--- src/rtl/sadt_pkg.sv ---
package sadt_pkg;

  typedef enum logic {
    UPD_ACCESSED = 1'b0,
    UPD_DIRTY    = 1'b1
  } upd_kind_e;

  // Chunk number of a byte offset within a page of 2**size_code base pages.
  function automatic logic [7:0] chunk_sel(logic [31:0] off, int size_code,
                                           int base_shift, int chunk_w);
    logic [31:0] shifted;
    logic [31:0] mask;
    if (size_code >= chunk_w) begin
      shifted = off >> (base_shift + size_code - chunk_w);
      mask    = (32'd1 << chunk_w) - 32'd1;
    end else begin
      shifted = off >> base_shift;
      mask    = (32'd1 << size_code) - 32'd1;
    end
    return 8'(shifted & mask);
  endfunction

endpackage

--- src/rtl/sadt_vec_bank.sv ---
module sadt_vec_bank #(
  parameter int ENTRIES = 8,
  parameter int VEC     = 16,
  parameter int SIZE_W  = 4,
  parameter int TAG_W   = 28,
  localparam int IDX_W   = $clog2(ENTRIES),
  localparam int CHUNK_W = $clog2(VEC)
) (
  input  logic               clk,
  input  logic               rst_n,
  input  logic               fill_en,
  input  logic [IDX_W-1:0]   fill_idx,
  input  logic [SIZE_W-1:0]  fill_size,
  input  logic               fill_track,
  input  logic [TAG_W-1:0]   fill_tag,
  input  logic               set_en,
  input  logic [IDX_W-1:0]   set_idx,
  input  logic [CHUNK_W-1:0] set_chunk,
  input  logic               set_dirty,
  input  logic [IDX_W-1:0]   rd_idx,
  output logic               rd_valid,
  output logic [SIZE_W-1:0]  rd_size,
  output logic               rd_track,
  output logic [TAG_W-1:0]   rd_tag,
  output logic [VEC-1:0]     rd_avec,
  output logic [VEC-1:0]     rd_dvec,
  output logic               rd_pa,
  output logic               rd_pd
);

  logic              valid_q [ENTRIES];
  logic [SIZE_W-1:0] size_q  [ENTRIES];
  logic              track_q [ENTRIES];
  logic [TAG_W-1:0]  tag_q   [ENTRIES];
  logic [VEC-1:0]    av_q    [ENTRIES];
  logic [VEC-1:0]    dv_q    [ENTRIES];
  logic              pa_q    [ENTRIES];
  logic              pd_q    [ENTRIES];

  always_ff @(posedge clk) begin
    for (int e = 0; e < ENTRIES; e++) begin
      if (!rst_n) begin
        valid_q[e] <= 1'b0;
        size_q[e]  <= '0;
        track_q[e] <= 1'b0;
        tag_q[e]   <= '0;
        av_q[e]    <= '0;
        dv_q[e]    <= '0;
        pa_q[e]    <= 1'b0;
        pd_q[e]    <= 1'b0;
      end else if (fill_en && fill_idx == IDX_W'(e)) begin
        valid_q[e] <= 1'b1;
        size_q[e]  <= fill_size;
        track_q[e] <= fill_track;
        tag_q[e]   <= fill_tag;
        av_q[e]    <= '0;
        dv_q[e]    <= '0;
        pa_q[e]    <= 1'b0;
        pd_q[e]    <= 1'b0;
      end else if (set_en && set_idx == IDX_W'(e)) begin
        if (track_q[e]) begin
          av_q[e][set_chunk] <= 1'b1;
          if (set_dirty) dv_q[e][set_chunk] <= 1'b1;
        end else begin
          pa_q[e] <= 1'b1;
          if (set_dirty) pd_q[e] <= 1'b1;
        end
      end
    end
  end

  assign rd_valid = valid_q[rd_idx];
  assign rd_size  = size_q[rd_idx];
  assign rd_track = track_q[rd_idx];
  assign rd_tag   = tag_q[rd_idx];
  assign rd_avec  = av_q[rd_idx];
  assign rd_dvec  = dv_q[rd_idx];
  assign rd_pa    = pa_q[rd_idx];
  assign rd_pd    = pd_q[rd_idx];

  // a fill leaves the entry with an empty record
  assert_fill_clears_R2: assert property (@(posedge clk) disable iff (!rst_n)
    fill_en |=> (av_q[$past(fill_idx)] == '0 && dv_q[$past(fill_idx)] == '0
                 && !pa_q[$past(fill_idx)] && !pd_q[$past(fill_idx)]));

  // a set on a tracked entry makes the chunk's accessed bit stick
  assert_set_sticks_R3: assert property (@(posedge clk) disable iff (!rst_n)
    (set_en && !(fill_en && fill_idx == set_idx) && track_q[set_idx])
      |=> av_q[$past(set_idx)][$past(set_chunk)]);

endmodule

--- src/rtl/sadt_req_fifo.sv ---
module sadt_req_fifo #(
  parameter int WIDTH = 34,
  parameter int DEPTH = 4,
  localparam int PTR_W = (DEPTH > 1) ? $clog2(DEPTH) : 1,
  localparam int CNT_W = $clog2(DEPTH + 1)
) (
  input  logic             clk,
  input  logic             rst_n,
  input  logic             push,
  input  logic [WIDTH-1:0] din,
  output logic             full,
  output logic             valid,
  input  logic             ready,
  output logic [WIDTH-1:0] dout
);

  logic [WIDTH-1:0] mem_q [DEPTH];
  logic [PTR_W-1:0] wr_q, rd_q;
  logic [CNT_W-1:0] cnt_q;
  logic             pop;

  function automatic logic [PTR_W-1:0] ptr_next(logic [PTR_W-1:0] p);
    return (p == PTR_W'(DEPTH - 1)) ? '0 : p + 1'b1;
  endfunction

  assign full  = (cnt_q == CNT_W'(DEPTH));
  assign valid = (cnt_q != '0);
  assign pop   = valid && ready;
  assign dout  = mem_q[rd_q];

  always_ff @(posedge clk) begin
    if (!rst_n) begin
      wr_q  <= '0;
      rd_q  <= '0;
      cnt_q <= '0;
    end else begin
      if (push) begin
        mem_q[wr_q] <= din;
        wr_q        <= ptr_next(wr_q);
      end
      if (pop) rd_q <= ptr_next(rd_q);
      if (push && !pop)      cnt_q <= cnt_q + 1'b1;
      else if (pop && !push) cnt_q <= cnt_q - 1'b1;
    end
  end

  // the caller never writes into a full queue
  assert_no_overflow_R9: assert property (@(posedge clk) disable iff (!rst_n)
    push |-> !full);

  // occupancy stays within the depth
  assert_count_bound_R9: assert property (@(posedge clk) disable iff (!rst_n)
    cnt_q <= CNT_W'(DEPTH));

  // a stalled request holds still
  assert_hold_stall_R10: assert property (@(posedge clk) disable iff (!rst_n)
    (valid && !ready) |=> (valid && $stable(dout)));

endmodule

--- src/rtl/subpage_ad_tracker.sv ---
module subpage_ad_tracker #(
  parameter int ENTRIES    = 8,
  parameter int VEC_BITS   = 16,
  parameter int MAX_SIZE   = 8,
  parameter int BASE_SHIFT = 12,
  parameter int TAG_W      = 28,
  parameter int FIFO_DEPTH = 4,
  localparam int IDX_W   = $clog2(ENTRIES),
  localparam int CHUNK_W = $clog2(VEC_BITS),
  localparam int SIZE_W  = $clog2(MAX_SIZE + 1),
  localparam int OFF_W   = BASE_SHIFT + MAX_SIZE,
  localparam int REQ_W   = TAG_W + CHUNK_W + 2
) (
  input  logic               clk,
  input  logic               rst_n,
  input  logic               fill_valid,
  input  logic [IDX_W-1:0]   fill_idx,
  input  logic [SIZE_W-1:0]  fill_size,
  input  logic               fill_track,
  input  logic [TAG_W-1:0]   fill_tag,
  input  logic               acc_valid,
  input  logic [IDX_W-1:0]   acc_idx,
  input  logic               acc_write,
  input  logic [OFF_W-1:0]   acc_offset,
  output logic               upd_valid,
  input  logic               upd_ready,
  output logic [TAG_W-1:0]   upd_tag,
  output logic [CHUNK_W-1:0] upd_chunk,
  output logic               upd_dirty,
  output logic               upd_page_level
);

  import sadt_pkg::*;

  logic               rd_valid, rd_track, rd_pa, rd_pd;
  logic [SIZE_W-1:0]  rd_size;
  logic [TAG_W-1:0]   rd_tag;
  logic [VEC_BITS-1:0] rd_avec, rd_dvec;

  logic [CHUNK_W-1:0] chunk;
  logic               bit_a, bit_d;
  logic               collide, hit, need, push, drop;
  logic               fifo_full;
  upd_kind_e          kind;
  logic [REQ_W-1:0]   req_in, req_out;

  sadt_vec_bank #(
    .ENTRIES(ENTRIES), .VEC(VEC_BITS), .SIZE_W(SIZE_W), .TAG_W(TAG_W)
  ) i_bank (
    .clk       (clk),
    .rst_n     (rst_n),
    .fill_en   (fill_valid),
    .fill_idx  (fill_idx),
    .fill_size (fill_size),
    .fill_track(fill_track),
    .fill_tag  (fill_tag),
    .set_en    (push),
    .set_idx   (acc_idx),
    .set_chunk (chunk),
    .set_dirty (acc_write),
    .rd_idx    (acc_idx),
    .rd_valid  (rd_valid),
    .rd_size   (rd_size),
    .rd_track  (rd_track),
    .rd_tag    (rd_tag),
    .rd_avec   (rd_avec),
    .rd_dvec   (rd_dvec),
    .rd_pa     (rd_pa),
    .rd_pd     (rd_pd)
  );

  assign chunk   = CHUNK_W'(chunk_sel(32'(acc_offset), int'(rd_size),
                                      BASE_SHIFT, CHUNK_W));
  assign bit_a   = rd_track ? rd_avec[chunk] : rd_pa;
  assign bit_d   = rd_track ? rd_dvec[chunk] : rd_pd;
  assign collide = fill_valid && (fill_idx == acc_idx);
  assign hit     = acc_valid && rd_valid && !collide;
  assign need    = hit && (acc_write ? !bit_d : !bit_a);
  assign push    = need && !fifo_full;
  assign drop    = need && fifo_full;
  assign kind    = acc_write ? UPD_DIRTY : UPD_ACCESSED;

  assign req_in = {rd_tag, (rd_track ? chunk : CHUNK_W'(0)), kind == UPD_DIRTY, !rd_track};

  sadt_req_fifo #(.WIDTH(REQ_W), .DEPTH(FIFO_DEPTH)) i_fifo (
    .clk  (clk),
    .rst_n(rst_n),
    .push (push),
    .din  (req_in),
    .full (fifo_full),
    .valid(upd_valid),
    .ready(upd_ready),
    .dout (req_out)
  );

  assign {upd_tag, upd_chunk, upd_dirty, upd_page_level} = req_out;

  // whole-page requests never name a chunk
  assert_page_level_chunk_R7: assert property (@(posedge clk) disable iff (!rst_n)
    (upd_valid && upd_page_level) |-> (upd_chunk == '0));

  // an access colliding with a fill queues nothing
  assert_collide_quiet_R8: assert property (@(posedge clk) disable iff (!rst_n)
    (acc_valid && collide) |-> !push);

  // a dropped request leaves the queue untouched when nothing leaves
  assert_drop_keeps_queue_R9: assert property (@(posedge clk) disable iff (!rst_n)
    (drop && !upd_ready) |=> (upd_valid && $stable(req_out)));

endmodule

--- config.mk ---
export PLATFORM = sky130hd
export DESIGN_NAME = subpage_ad_tracker
export DESIGN_NICKNAME = d
export VERILOG_FILES = /design/src/rtl/sadt_pkg.sv /design/src/rtl/sadt_vec_bank.sv /design/src/rtl/sadt_req_fifo.sv /design/src/rtl/subpage_ad_tracker.sv
export SDC_FILE = /design/constraint.sdc
export NUM_CORES = 1
export LEC_CHECK = 0
export BUFFER_PORTS_ARGS = -buffer_cell sky130_fd_sc_hd__buf_4
export CAP_MARGIN = 5
export CORE_MARGIN = 2
export CORE_UTILIZATION = 55
export CTS_CLUSTER_DIAMETER = 40
export CTS_CLUSTER_SIZE = 8
export DETAILED_ROUTE_END_ITERATION = 12
export PLACE_DENSITY = 0.76
export SLEW_MARGIN = 20
export SYNTH_ARGS = -nofsm -noshare
export SYNTH_HDL_FRONTEND = slang
export SYNTH_HIERARCHICAL = 1
export SYNTH_SLANG_ARGS = --single-unit
export TNS_END_PERCENT = 5
--- constraint.sdc ---
create_clock -name clk -period 7 [get_ports clk]
set_clock_uncertainty 0.1 [all_clocks]
set_input_delay 0.7 -clock clk [delete_from_list [all_inputs] [get_ports clk]]
set_output_delay 0.7 -clock clk [all_outputs]
set_load 0.005 [all_outputs]
* After elaboration in Yosys (flattened, before gate mapping)
Memories as Yosys holds them, arrays and structs flattened. A register that Yosys moved wholly into a read port is not among the register bits.
Cells that the tools add are included.
** Storage, ports and cells
- Logic and storage cells :: 958
- Bits in registers :: 7
- Output and inout port bits :: 35
- Bits in writable memories :: 680
- Memories kept :: 9
** Cells by class
- Bitwise gates (word level) :: 337
- Equal/unequal tests :: 18
- Add/subtract/negate cells :: 7
- Shift-type cells :: 2
- Multiplexer cells :: 543
- Order comparisons :: 3
- Reductions and logical operators :: 36
** Memories
- i_bank.tag_q :: depth 8, width 28, rd ports 1, clocked after memory_dff 0, wr ports 8, line sadt_vec_bank.sv:34 : logic [TAG_W-1:0] tag_q [ENTRIES];
- i_fifo.mem_q :: depth 4, width 34, rd ports 1, clocked after memory_dff 1, wr ports 1, line sadt_req_fifo.sv:17 : logic [WIDTH-1:0] mem_q [DEPTH];
- i_bank.av_q :: depth 8, width 16, rd ports 1, clocked after memory_dff 0, wr ports 8, line sadt_vec_bank.sv:35 : logic [VEC-1:0] av_q [ENTRIES];
- i_bank.dv_q :: depth 8, width 16, rd ports 1, clocked after memory_dff 0, wr ports 8, line sadt_vec_bank.sv:36 : logic [VEC-1:0] dv_q [ENTRIES];
- i_bank.size_q :: depth 8, width 4, rd ports 1, clocked after memory_dff 0, wr ports 8, line sadt_vec_bank.sv:32 : logic [SIZE_W-1:0] size_q [ENTRIES];
- i_bank.pa_q :: depth 8, width 1, rd ports 1, clocked after memory_dff 0, wr ports 8, line sadt_vec_bank.sv:37 : logic pa_q [ENTRIES];
- 3 more memories
** Operators by type and width (number)
- $mux 16 :: 32
- $mux 1 :: 483
- $or 1x1->1 :: 336
- $mux 28 :: 8
- $mux 4 :: 11
- $shr 20x32->4 :: 1
- $eq 3x3->1 const B :: 9
- $logic_and 1x1->1 :: 25
- $eq 3x2->1 const B :: 4
- $bmux 1 s4 :: 2
- $mux 2 :: 4
- $logic_not 1->1 :: 7
- $eq 3x1->1 const B :: 2
- $logic_not 3->1 :: 2
- $mux 3 :: 2
- $sub 5x3->6 const B :: 1
- $add 4x4->5 const A :: 1
- $lt 4x5->1 const B :: 1
- $add 2x1->2 const B :: 2
- $and 4x4->4 :: 1
- $demux 1 s4 :: 1
- $eq 2x2->1 const B :: 2
- $ge 4x1->1 const B :: 1
- $ge 4x3->1 const B :: 1
- other kinds (7) :: 7

* Depth between registers and ports, before layout
Gate-level depths: netlist of the first run.
An unclocked memory read counts as a cell.
- Depth in word-level cells :: 19
- Gate-level depth with buffers :: 24

* Modules after synthesis
Netlist of the first run, hierarchy kept.
** By module, submodules not included
- sadt_vec_bank :: area each 25617.1 µm², cells an instance 1860, times used 1
- sadt_req_fifo :: area each 5422.7 µm², cells an instance 224, times used 1
- subpage_ad_tracker :: area each 793.3 µm², cells an instance 97, times used 1

* Least setup slack after synthesis of the first run
No wires, ideal clock.
- Kind :: input -> register
- Start point :: in acc_idx[0]
- End point :: reg i_fifo.cnt_q[2]
- Arrival :: 6259 ps
- Cell stages on the path :: 22
- Path slack :: 565 ps
- Data required time :: 6824 ps
- Path buffers :: 4
- Path through :: buf_6 buf_6 buf_6 mux4_2 mux2_2 buf_6 or2_1 or3_1 ha_1 nor3b_2 a21oi_1 or4b_1 o221ai_2 mux2i_1 mux2i_1 a311oi_1 ha_1 inv_1 fa_1 xor2_1 or3_1 a21boi_0
** On the way
- Word-level cells in the longest chain between the ends :: 16
** RTL lines
- start, declared :: line subpage_ad_tracker.sv:22 : input logic [IDX_W-1:0] acc_idx,
- $mem_v2 8x4 *
- named net rd_size[0] :: line subpage_ad_tracker.sv:36 : logic [SIZE_W-1:0] rd_size;
- $add 4x4->5 :: line sadt_pkg.sv:14 : shifted = off >> (base_shift + size_code - chunk_w);
- $sub 5x3->6 :: line sadt_pkg.sv:14
- $shr 20x32->4 :: line sadt_pkg.sv:14
- $mux 4 :: line sadt_pkg.sv:13 : if (size_code >= chunk_w) begin
- $and 4x4->4 * :: line sadt_pkg.sv:20 : return 8'(shifted & mask);
- named net chunk[2] :: line subpage_ad_tracker.sv:40 : logic [CHUNK_W-1:0] chunk;
- [... 3 more ...]
- $logic_not 1->1 :: line subpage_ad_tracker.sv:78 : assign need = hit && (acc_write ? !bit_d : !bit_a);
- $mux 1 * :: line subpage_ad_tracker.sv:78
- $logic_and 1x1->1 * :: line subpage_ad_tracker.sv:78
- $logic_and 1x1->1 * :: line subpage_ad_tracker.sv:79 : assign push = need && !fifo_full;
- named net push :: line subpage_ad_tracker.sv:42 : logic collide, hit, need, push, drop;
- $logic_not 1->1 :: line sadt_req_fifo.sv:43 : else if (pop && !push) cnt_q <= cnt_q - 1'b1;
- $logic_and 1x1->1 :: line sadt_req_fifo.sv:43
- $reduce_bool 2->1 (no source line)
- end signal, assigned :: line sadt_req_fifo.sv:42 : if (push && !pop) cnt_q <= cnt_q + 1'b1;
- end signal, assigned :: line sadt_req_fifo.sv:43
- end, declared :: line sadt_req_fifo.sv:19 : logic [CNT_W-1:0] cnt_q;
Mark *: on every way through the listed nets, which the timed path passes. The rest lies on a longest branch. The select of a mux whose other input is x is not followed.
A chain may end at the register's enable or synchronous reset.

==> results_dict.tcl, run 1 <==
set metrics [dict create \
    grt_pass1_wl_um 119000 \
    drc 0 \
    finalHoldViolCount 0 \
    syn-num-nets 2254 \
    grt_remaining_overflow 0 \
    synth_cell_types 61 \
    io_buffers 87 \
    cts_resized 0 \
    synth_area_um2 31800 \
    wirelength_um 79600 \
    async_reset_ff_frac 0 \
    post-cts-setup-buffers 0 \
    synth_top_flop_cell "edfxtp_1" \
    drv_cap 0 \
    cts_tree "yes" \
    tns_ns 0 \
    grt_pass1_vias 20300 \
    synth-seq-cells 689 \
    pin_count 100 \
    slew_viol_final 0 \
    fmax_ghz 0.158 \
    ant_nets 0 \
    ys_warn_count 6 \
    hp-class "in2reg" \
    die_area_um2 59800 \
    grt_max_degree 108 \
    synth_edf_count 676 \
    run_status "completed" \
    final_core_util 0.628 \
    finalCritPeriodShare 0.904 \
    die_height_um 245 \
    power_density_nw_per_um2 295 \
    clk_path_buf_depth 3 \
    cts_buffers 106 \
    drt_iter0_drc 2353 \
    min_period_ns 6.33 \
    drt_pass1_iterations 6 \
    startpoint_type "input pin" \
    worst_pin_slew_ns 1.23 \
    placedCellCount 2887 \
    hpwlAfterDp_um 41400 \
    cp-end-kind "flip-flop" \
    worstSetupPathType "in2reg" \
    clkLatencyLatePin_ns 0.66 \
    placed_cell_area_um2 33000 \
    viasPerCell 6.41 \
    syn_inst 2181 \
    worstPathMaxFanout 43 \
    finalPower_mw 10.6 \
    track_usage 0.269 \
    syn_area_per_cell_um2 14.6 \
    leakage_nw 12.2 \
    htree_levels 3 \
    seq_area_frac_synth 0.646 \
    area_growth_pct 13.4 \
    std_cell_rows 88 \
    wl_per_cell_um 26.1 \
    nNetsFinal 2303 \
    path_clk_slew_ns 0.05 \
    layout-drive-gt1-share 0.239 \
    start_util 0.554 \
    routabilityCongestion 0.784 \
    stdcell_count 3044 \
    antenna_found_initial 1 \
    cp.arrival_ns 6.54 \
    cts_sinks 689 \
    vias 19500 \
    post-route-cell-area_um2 36100 \
    fillers 4019 \
    clock-root-buffer "clkbuf_16" \
    coreArea_um2 57500 \
    die_w_um 245 \
    rsz0062_at_grt "no" \
    antenna_cells 0 \
    hold_buffers 0 \
    setup_viol 0 \
    required_ns 7.21 \
    maxSlewHeadroom 0.180 \
    vdd_ir_drop_max_uv 189 \
]
==> placed cells by master (no fill, tap or decap), types with 15 or more instances in the layout <==
cell and instances:
nand2_1 62, nor2b_1 15, edfxtp_1 676, o21ai_0 260
mux4_2 166, buf_4 131, clkbuf_16 109, clkbuf_1 20
nor2_1 278, mux2i_1 30, mux2_2 72, and2_1 267
==> synth_stat cells (all sizes together), types with 3 or more instances <==
cell type  instances  share of area
a21boi             3        0.00071
a21o               4        0.00094
a21oi              4        0.00063
a22oi              4         0.0011
and2             267          0.052
and3               9         0.0018
and3b              4         0.0011
and4b              3        0.00094
buf               58          0.013
clkbuf           135          0.016
dfxtp             13         0.0082
edfxtp           676           0.64
ha                 7         0.0028
inv               17         0.0020
mux2              75          0.027
mux2i             30         0.0094
mux4             170           0.12
nand2             62         0.0073
nand2b             7         0.0014
nand3             11         0.0017
nor2             287          0.034
nor2b             16         0.0031
nor3b              7         0.0018
o2111ai            9         0.0025
o21a               8         0.0019
o21ai            261          0.041
or3                4        0.00079
xnor2              4         0.0011
==> layer usage <==
layer,vias up,part of all wire,global-route usage
met4,2,0.034,0.115
met5,-,0.00016,0
met1,9781,0.35,0.338
met2,1256,0.50,0.454
li1,8237,-,-
met3,237,0.11,0.0585
==> cells by family after synthesis <==
kind of cell / count (synthesis) / synth area share
fa+ha+maj: 8 / 0.00338
mux: 275 / 0.157
compound gates: 303 / 0.0518
xor+xnor: 5 / 0.00138
flops: 689 / 0.646
simple gates: 691 / 0.110
buf+inv: 210 / 0.0305
==> report_power, final <==
group          switching [mW]  leakage (nW)  internal (mW)
registers              0.0670          6.76           4.77
clock network            1.72          1.51           2.91
logic                   0.691          3.91          0.482
==> metrics by stage <==
| stage | setup WS [ns] | hold slack [ns] |
|---|---|---|
| floorplan | 0.565 | 0.331 |
| global placement | 0.365 | 0.364 |
| detailed placement | 0.287 | 0.356 |
| CTS | 0.848 | 0.246 |
| global route | 0.602 | 0.265 |
| finish | 0.670 | 0.270 |
==> flip-flops by register name, summed over array words and instances, names as in the netlist, named ones only <==
register and count:
i_bank/pd_q 8, i_fifo/rd_q 2, i_bank/av_q 128, i_bank/track_q 8
i_fifo/mem_q 136, i_bank/valid_q 8, i_fifo/cnt_q 3, i_bank/tag_q 224
i_fifo/wr_q 2, i_bank/dv_q 128, i_bank/pa_q 8, i_bank/size_q 32
==> worst max-delay path: stages <==
cell      delay (ns)
buf_8           0.39
mux4_2          0.58
mux2_2          0.41
nand2b_1        0.26
o31ai_4         1.04
buf_4           0.41
mux2i_1         0.26
mux2i_1         0.17
a22oi_1         0.28
a311oi_1        0.17
a311oi_2        0.41
buf_4           0.33
and4bb_2        0.31
nand2_1         0.07
buf_4           0.29
o21ai_0         0.34
==> layout make-up <==
type | instances | area [um^2] | area share
clock buffer | 132 | 2840 | 0.0788
clock inverter | 25 | 246 | 0.00683
inverter | 17 | 63.8 | 0.00177
multi-input combinational | 1282 | 10400 | 0.288
sequential | 689 | 20600 | 0.569
tap | 765 | 957 | 0.0265
timing repair buffer | 134 | 1030 | 0.0285
==> final timing paths <==
kind | endpoint | slack, ns | from | cells past startpoint
hold / removal | i_bank/track_q[4] | 0.27 | fill_track | 3
hold reg to reg | i_bank/pd_q[4] | 0.37 | i_bank/pd_q[4] | 2
setup reg to reg | i_bank/av_q[4][13] | 0.92 | i_bank/size_q[7][3] | 15
setup / recovery | i_bank/av_q[4][13] | 0.67 | acc_idx[0] | 16
Power figures use the tool's default switching activity.
==> run 2: changes to the inputs <==
--- a/config.mk
+++ b/config.mk
@@ -8,12 +8,11 @@
 export BUFFER_PORTS_ARGS = -buffer_cell sky130_fd_sc_hd__buf_4
 export CAP_MARGIN = 5
 export CORE_MARGIN = 2
-export CORE_UTILIZATION = 55
+export CORE_UTILIZATION = 34
 export CTS_CLUSTER_DIAMETER = 40
 export CTS_CLUSTER_SIZE = 8
 export DETAILED_ROUTE_END_ITERATION = 12
-export PLACE_DENSITY = 0.76
-export SLEW_MARGIN = 20
+export PLACE_DENSITY = 0.53
 export SYNTH_ARGS = -nofsm -noshare
 export SYNTH_HDL_FRONTEND = slang
 export SYNTH_HIERARCHICAL = 1
==> results_dict.tcl, run 2 (synthesized netlist as in run 1, its figures left out) <==
set metrics [dict create \
    area_growth_pct 16.6 \
    run_status "completed" \
    nNetsFinal 2323 \
    worst_slack_ns 1.01 \
    holdCritStartpoint "fill_track" \
    die_height_um 310 \
    leakage_nw 12.3 \
    grt_pass1_vias 20000 \
    layout-drive-gt1-share 0.250 \
    grtUsageMet1 0.219 \
    hold_ws_ns 0.250 \
    track_usage 0.180 \
    cp-end-kind "flip-flop" \
    finalHoldViolCount 0 \
    timing.rr.start "i_bank/size_q[7][1]" \
    htree_levels 3 \
    coreArea_um2 93000 \
    grt_remaining_overflow 0 \
    drc 0 \
    drt_pass1_iterations 5 \
    post-cts-setup-buffers 0 \
    largest_reg_flops 224 \
    cp_common_cell "buf_4" \
    cp.arrival_ns 6.20 \
    use_met2 0.316 \
    hold_path_end "i_bank/track_q[4]" \
    worstPathCellList "buf_8 -> mux4_2 -> mux2_2 -> or2_1 -> or3_1 -> ha_1 -> nor3b_2 -> a21oi_1 -> or4b_1 -> o221ai_2 -> nor2_2 -> a22oi_1 -> a311oi_1 -> a311oi_2 -> buf_4 -> nor2b_1 -> nand2_1 -> buf_4 -> o21ai_0" \
    worst_pin_slew_ns 1.10 \
    required_ns 7.21 \
    path_clk_slew_ns 0.05 \
    finalCritPeriodShare 0.856 \
    std_cell_rows 112 \
    cts_tree "yes" \
    startpoint_type "input pin" \
    gr-usage-met3 0.0402 \
    holdPathStages 3 \
    antenna_found_initial 11 \
    crit_buf_inv 3 \
    start_util 0.342 \
    ff2ff_path_depth 18 \
    r2r_end "i_bank/av_q[0][15]" \
    final_cell_mix "676 x edfxtp_1, 278 x nor2_1, 267 x and2_1, 260 x o21ai_0, 166 x mux4_2" \
    clk_path_buf_depth 3 \
    busiest_layer "met2" \
    hp-class "in2reg" \
    crit_family "simple AND/OR/NAND/NOR gates" \
    rsz0062_at_grt "no" \
    drv_cap 0 \
    top_register "i_bank/tag_q" \
    r2r_slack_ns 1.08 \
    tns_ns 0 \
    top_regs "i_bank/tag_q x224, i_fifo/mem_q x136" \
    die_w_um 310 \
    cts_buffers 110 \
    grt_pass1_wl_um 126000 \
    routabilityCongestion 0.753 \
    max_stage_delay_ns 0.55 \
    hold_buffers 0 \
    pre_cts_slack_ns 0.418 \
    finalPower_mw 10.8 \
    die_area_um2 96100 \
    slew_viol_final 0 \
    drt_iter0_drc 1520 \
    pin_count 100 \
    worstSetupPathType "in2reg" \
    cp_slowest_cell "mux4_2" \
    io_buffers 87 \
    maxSlewHeadroom 0.267 \
    cts_resized 0 \
    final_common_cell "edfxtp_1" \
    placedCellCount 3392 \
    fmax_ghz 0.167 \
    vdd_ir_drop_max_uv 187 \
    viasPerCell 5.32 \
    clkLatencyLatePin_ns 0.67 \
    wl_per_cell_um 24.1 \
    grt_max_degree 65 \
    power_density_nw_per_um2 292 \
    worstPathMaxFanout 32 \
    cts_sinks 689 \
    clock-root-buffer "clkbuf_16" \
    vias 19000 \
    min_period_ns 5.99 \
    setup_viol 0 \
    hpwlAfterDp_um 45900 \
    wirelength_um 86000 \
    stdcell_count 3566 \
    ant_nets 0 \
]
-- run 2: cell type report --
cell class              count  area, um^2
repair buffers            150        1170
inverters                  17        63.8
flip-flops and latches    689       20600
multi-input cells        1282       10500
well taps                1254        1570
diodes                      1        2.50
clock inverters            37         370
clock buffers             136        2880
fillers                  8628       55900
-- run 2: worst max-delay path by stage --
stage                              end  slack (ns)  startpoint  cells after the start
floorplan              i_fifo/cnt_q[2]        0.57  acc_idx[0]                     22
global placement    i_bank/dv_q[0][15]        0.43  acc_idx[0]                     18
detailed placement  i_bank/av_q[6][10]        0.42  acc_idx[0]                     18
CTS                  i_bank/dv_q[0][7]        1.09  acc_idx[0]                     18
global route        i_bank/av_q[0][15]        0.72  acc_idx[0]                     18
finish              i_bank/av_q[0][15]        1.01  acc_idx[0]                     19
-- run 2: where the power goes --
part / internal, mW / leakage, nW / total [mW] / switching [mW]
combinational: 0.495 / 4.01 / 1.18 / 0.688
clock: 2.98 / 1.57 / 4.81 / 1.83
sequential: 4.77 / 6.76 / 4.84 / 0.0726
-- run 2: stage by stage --
stage	utilization	area (um^2)
finish	0.399	37100
global route	0.399	37100
floorplan	-	31800
global placement	0.364	33900
CTS	0.399	37100
detailed placement	0.364	33900
-- run 2: layer usage --
metal / vias to the layer above / wire (um)
met3: 190 / 5840
met1: 9834 / 34100
met2: 641 / 43800
li1: 8286 / -
met4: 20 / 2160
met5: - / 123
-- run 2: worst reg2reg max path: cells and delay by family (launching register included) --
kind,cells,cell delay (ns)
flip-flops,1,0.37
AND/OR/NAND/NOR,7,1.76
adder cells (fa/ha/maj),1,0.23
multiplexers,2,0.87
buffers and inverters,2,0.59
AO/OA/AOI/OAI,6,1.66
==> run 3: changes to the inputs <==
--- a/config.mk
+++ b/config.mk
@@ -12,7 +12,6 @@
 export CTS_CLUSTER_DIAMETER = 40
 export CTS_CLUSTER_SIZE = 8
 export DETAILED_ROUTE_END_ITERATION = 12
-export PLACE_DENSITY = 0.53
 export SYNTH_ARGS = -nofsm -noshare
 export SYNTH_HDL_FRONTEND = slang
 export SYNTH_HIERARCHICAL = 1
==> results_dict.tcl, run 3 (synthesized netlist as in run 1, its figures left out) <==
set metrics [dict create \
    fmax_ghz 0.164 \
    track_usage 0.172 \
    cp.arrival_ns 6.31 \
    vias 19000 \
    final_core_util 0.396 \
    switching_share 0.234 \
    largest_reg_flops 224 \
    tns_ns 0 \
    placed_cell_area_um2 33700 \
    cts_tree "yes" \
    grt_pass1_vias 19800 \
    hp-class "in2reg" \
    top_regs "i_bank/tag_q x224, i_fifo/mem_q x136" \
    finalHoldViolCount 0 \
    cp-end-kind "flip-flop" \
    worst_pin_slew_ns 1.40 \
    start_util 0.342 \
    area_growth_pct 15.6 \
    post-route-cell-area_um2 36800 \
    coreArea_um2 93000 \
    clk_path_buf_depth 3 \
    combPwrFrac 0.109 \
    cts_sinks 689 \
    maxSlewHeadroom 0.0689 \
    leakage_nw 12.2 \
    ant_nets 0 \
    switching_power_mw 2.49 \
    std_cell_rows 112 \
    htree_levels 3 \
    drv_cap 0 \
    cts_resized 0 \
    seqPwrFrac 0.455 \
    die_w_um 310 \
    required_ns 7.20 \
    rsz0062_at_grt "no" \
    hold_buffers 0 \
    final_cell_mix "676 x edfxtp_1, 278 x nor2_1, 267 x and2_1, 260 x o21ai_0, 166 x mux4_2" \
    pre_cts_slack_ns 0.251 \
    seqCellArea_um2 20600 \
    die_height_um 310 \
    wirelength_um 82900 \
    grt_max_degree 94 \
    die_area_um2 96100 \
    drc 0 \
    io_buffers 87 \
    clockPowerShare 0.436 \
    drt_iter0_drc 1811 \
    final_common_cell "edfxtp_1" \
    fillers 8573 \
    antenna_found_initial 7 \
    cts_buffers 106 \
    pin_count 100 \
    routabilityCongestion 0.765 \
    multi_input_area_um2 10400 \
    clock-root-buffer "clkbuf_16" \
    worstSetupPathType "in2reg" \
    min_period_ns 6.11 \
    vdd_ir_drop_max_uv 181 \
    layout-drive-gt1-share 0.238 \
    power_density_nw_per_um2 289 \
    grt_remaining_overflow 0 \
    run_status "completed" \
    nNetsFinal 2303 \
    worstPathMaxFanout 32 \
    hpwlAfterDp_um 43900 \
    p_int_mw 8.16 \
    viasPerCell 5.38 \
    wl_per_cell_um 23.5 \
    drt_pass1_iterations 6 \
    top_register "i_bank/tag_q" \
    worst_slack_ns 0.894 \
    finalCritPeriodShare 0.872 \
    slew_viol_final 0 \
    clkLatencyLatePin_ns 0.67 \
    grt_pass1_wl_um 122000 \
    startpoint_type "input pin" \
    setup_viol 0 \
    path_clk_slew_ns 0.05 \
    post-cts-setup-buffers 0 \
]
-- run 3: cell types whose count changed in the layout (fill, tap and decap cells not counted), sizes merged --
cell / delta
clkinvlp: +1
clkinv: -6
clkbuf: -9
bufinv: +1
buf: -16
inv: -5
diode: +1
-- run 3: worst max-delay path, stage by stage --
cell,delay [ns]
buf_8,0.30
mux4_2,0.56
mux2_2,0.43
or2_1,0.28
or3_1,0.32
ha_1,0.23
nor3b_2,0.16
a21oi_1,0.06
or4b_1,0.49
o221ai_2,0.47
mux2i_1,0.40
mux2i_1,0.21
a311oi_2,0.36
buf_4,0.28
nor2b_1,0.15
buf_4,0.20
nand2_1,0.06
buf_4,0.28
o21ai_0,0.29
-- run 3: final timing paths --
kind / start / endpoint / slack (ns) / cells after the start
worst min-delay path: fill_tag[1] / i_bank/tag_q[2][1] / 0.28 / 2
worst max-delay path: acc_idx[0] / i_bank/av_q[0][12] / 0.89 / 19
worst min register to register: i_bank/pd_q[4] / i_bank/pd_q[4] / 0.38 / 2
worst max register to register: i_bank/size_q[7][1] / i_bank/av_q[0][12] / 1.01 / 18
-- run 3: per-layer routing --
metal / GRT usage / wire, um / share of wire / vias up
li1: - / - / - / 8242
met2: 0.305 / 42600 / 0.51 / 814
met5: 0 / 80 / 0.00096 / -
met4: 0.0601 / 2470 / 0.030 / 12
met3: 0.0351 / 6550 / 0.079 / 185
met1: 0.206 / 31300 / 0.38 / 9745
-- run 3: power groups by stage --
stage / combinational, mW / sequential, mW / clock [mW]
after global placement: 1.15 / 4.90 / 0
after floorplan: 0.789 / 4.88 / 0
after global routing: 1.26 / 4.86 / 4.89
after CTS: 1.18 / 4.84 / 4.72
after detailed placement: 1.17 / 4.92 / 0
final: 1.16 / 4.84 / 4.64
-- run 3: final cells by class --
class                      count  share of cell area
clock inverter                28             0.00891
inverter                      17             0.00173
clock buffer                 127              0.0753
tap                         1254              0.0426
sequential                   689               0.559
timing repair buffer         134              0.0297
antenna                        2            0.000136
multi-input combinational   1282               0.283
-- run 3: stage by stage --
step | hold slack (ns) | total power, mW | cells
after floorplan | 0.331 | 5.67 | 2181
after global placement | 0.354 | 6.04 | 3376
after detailed placement | 0.363 | 6.09 | 3376
after CTS | 0.235 | 10.7 | 3531
after global routing | 0.255 | 11.0 | 3531
final | 0.275 | 10.6 | 3533
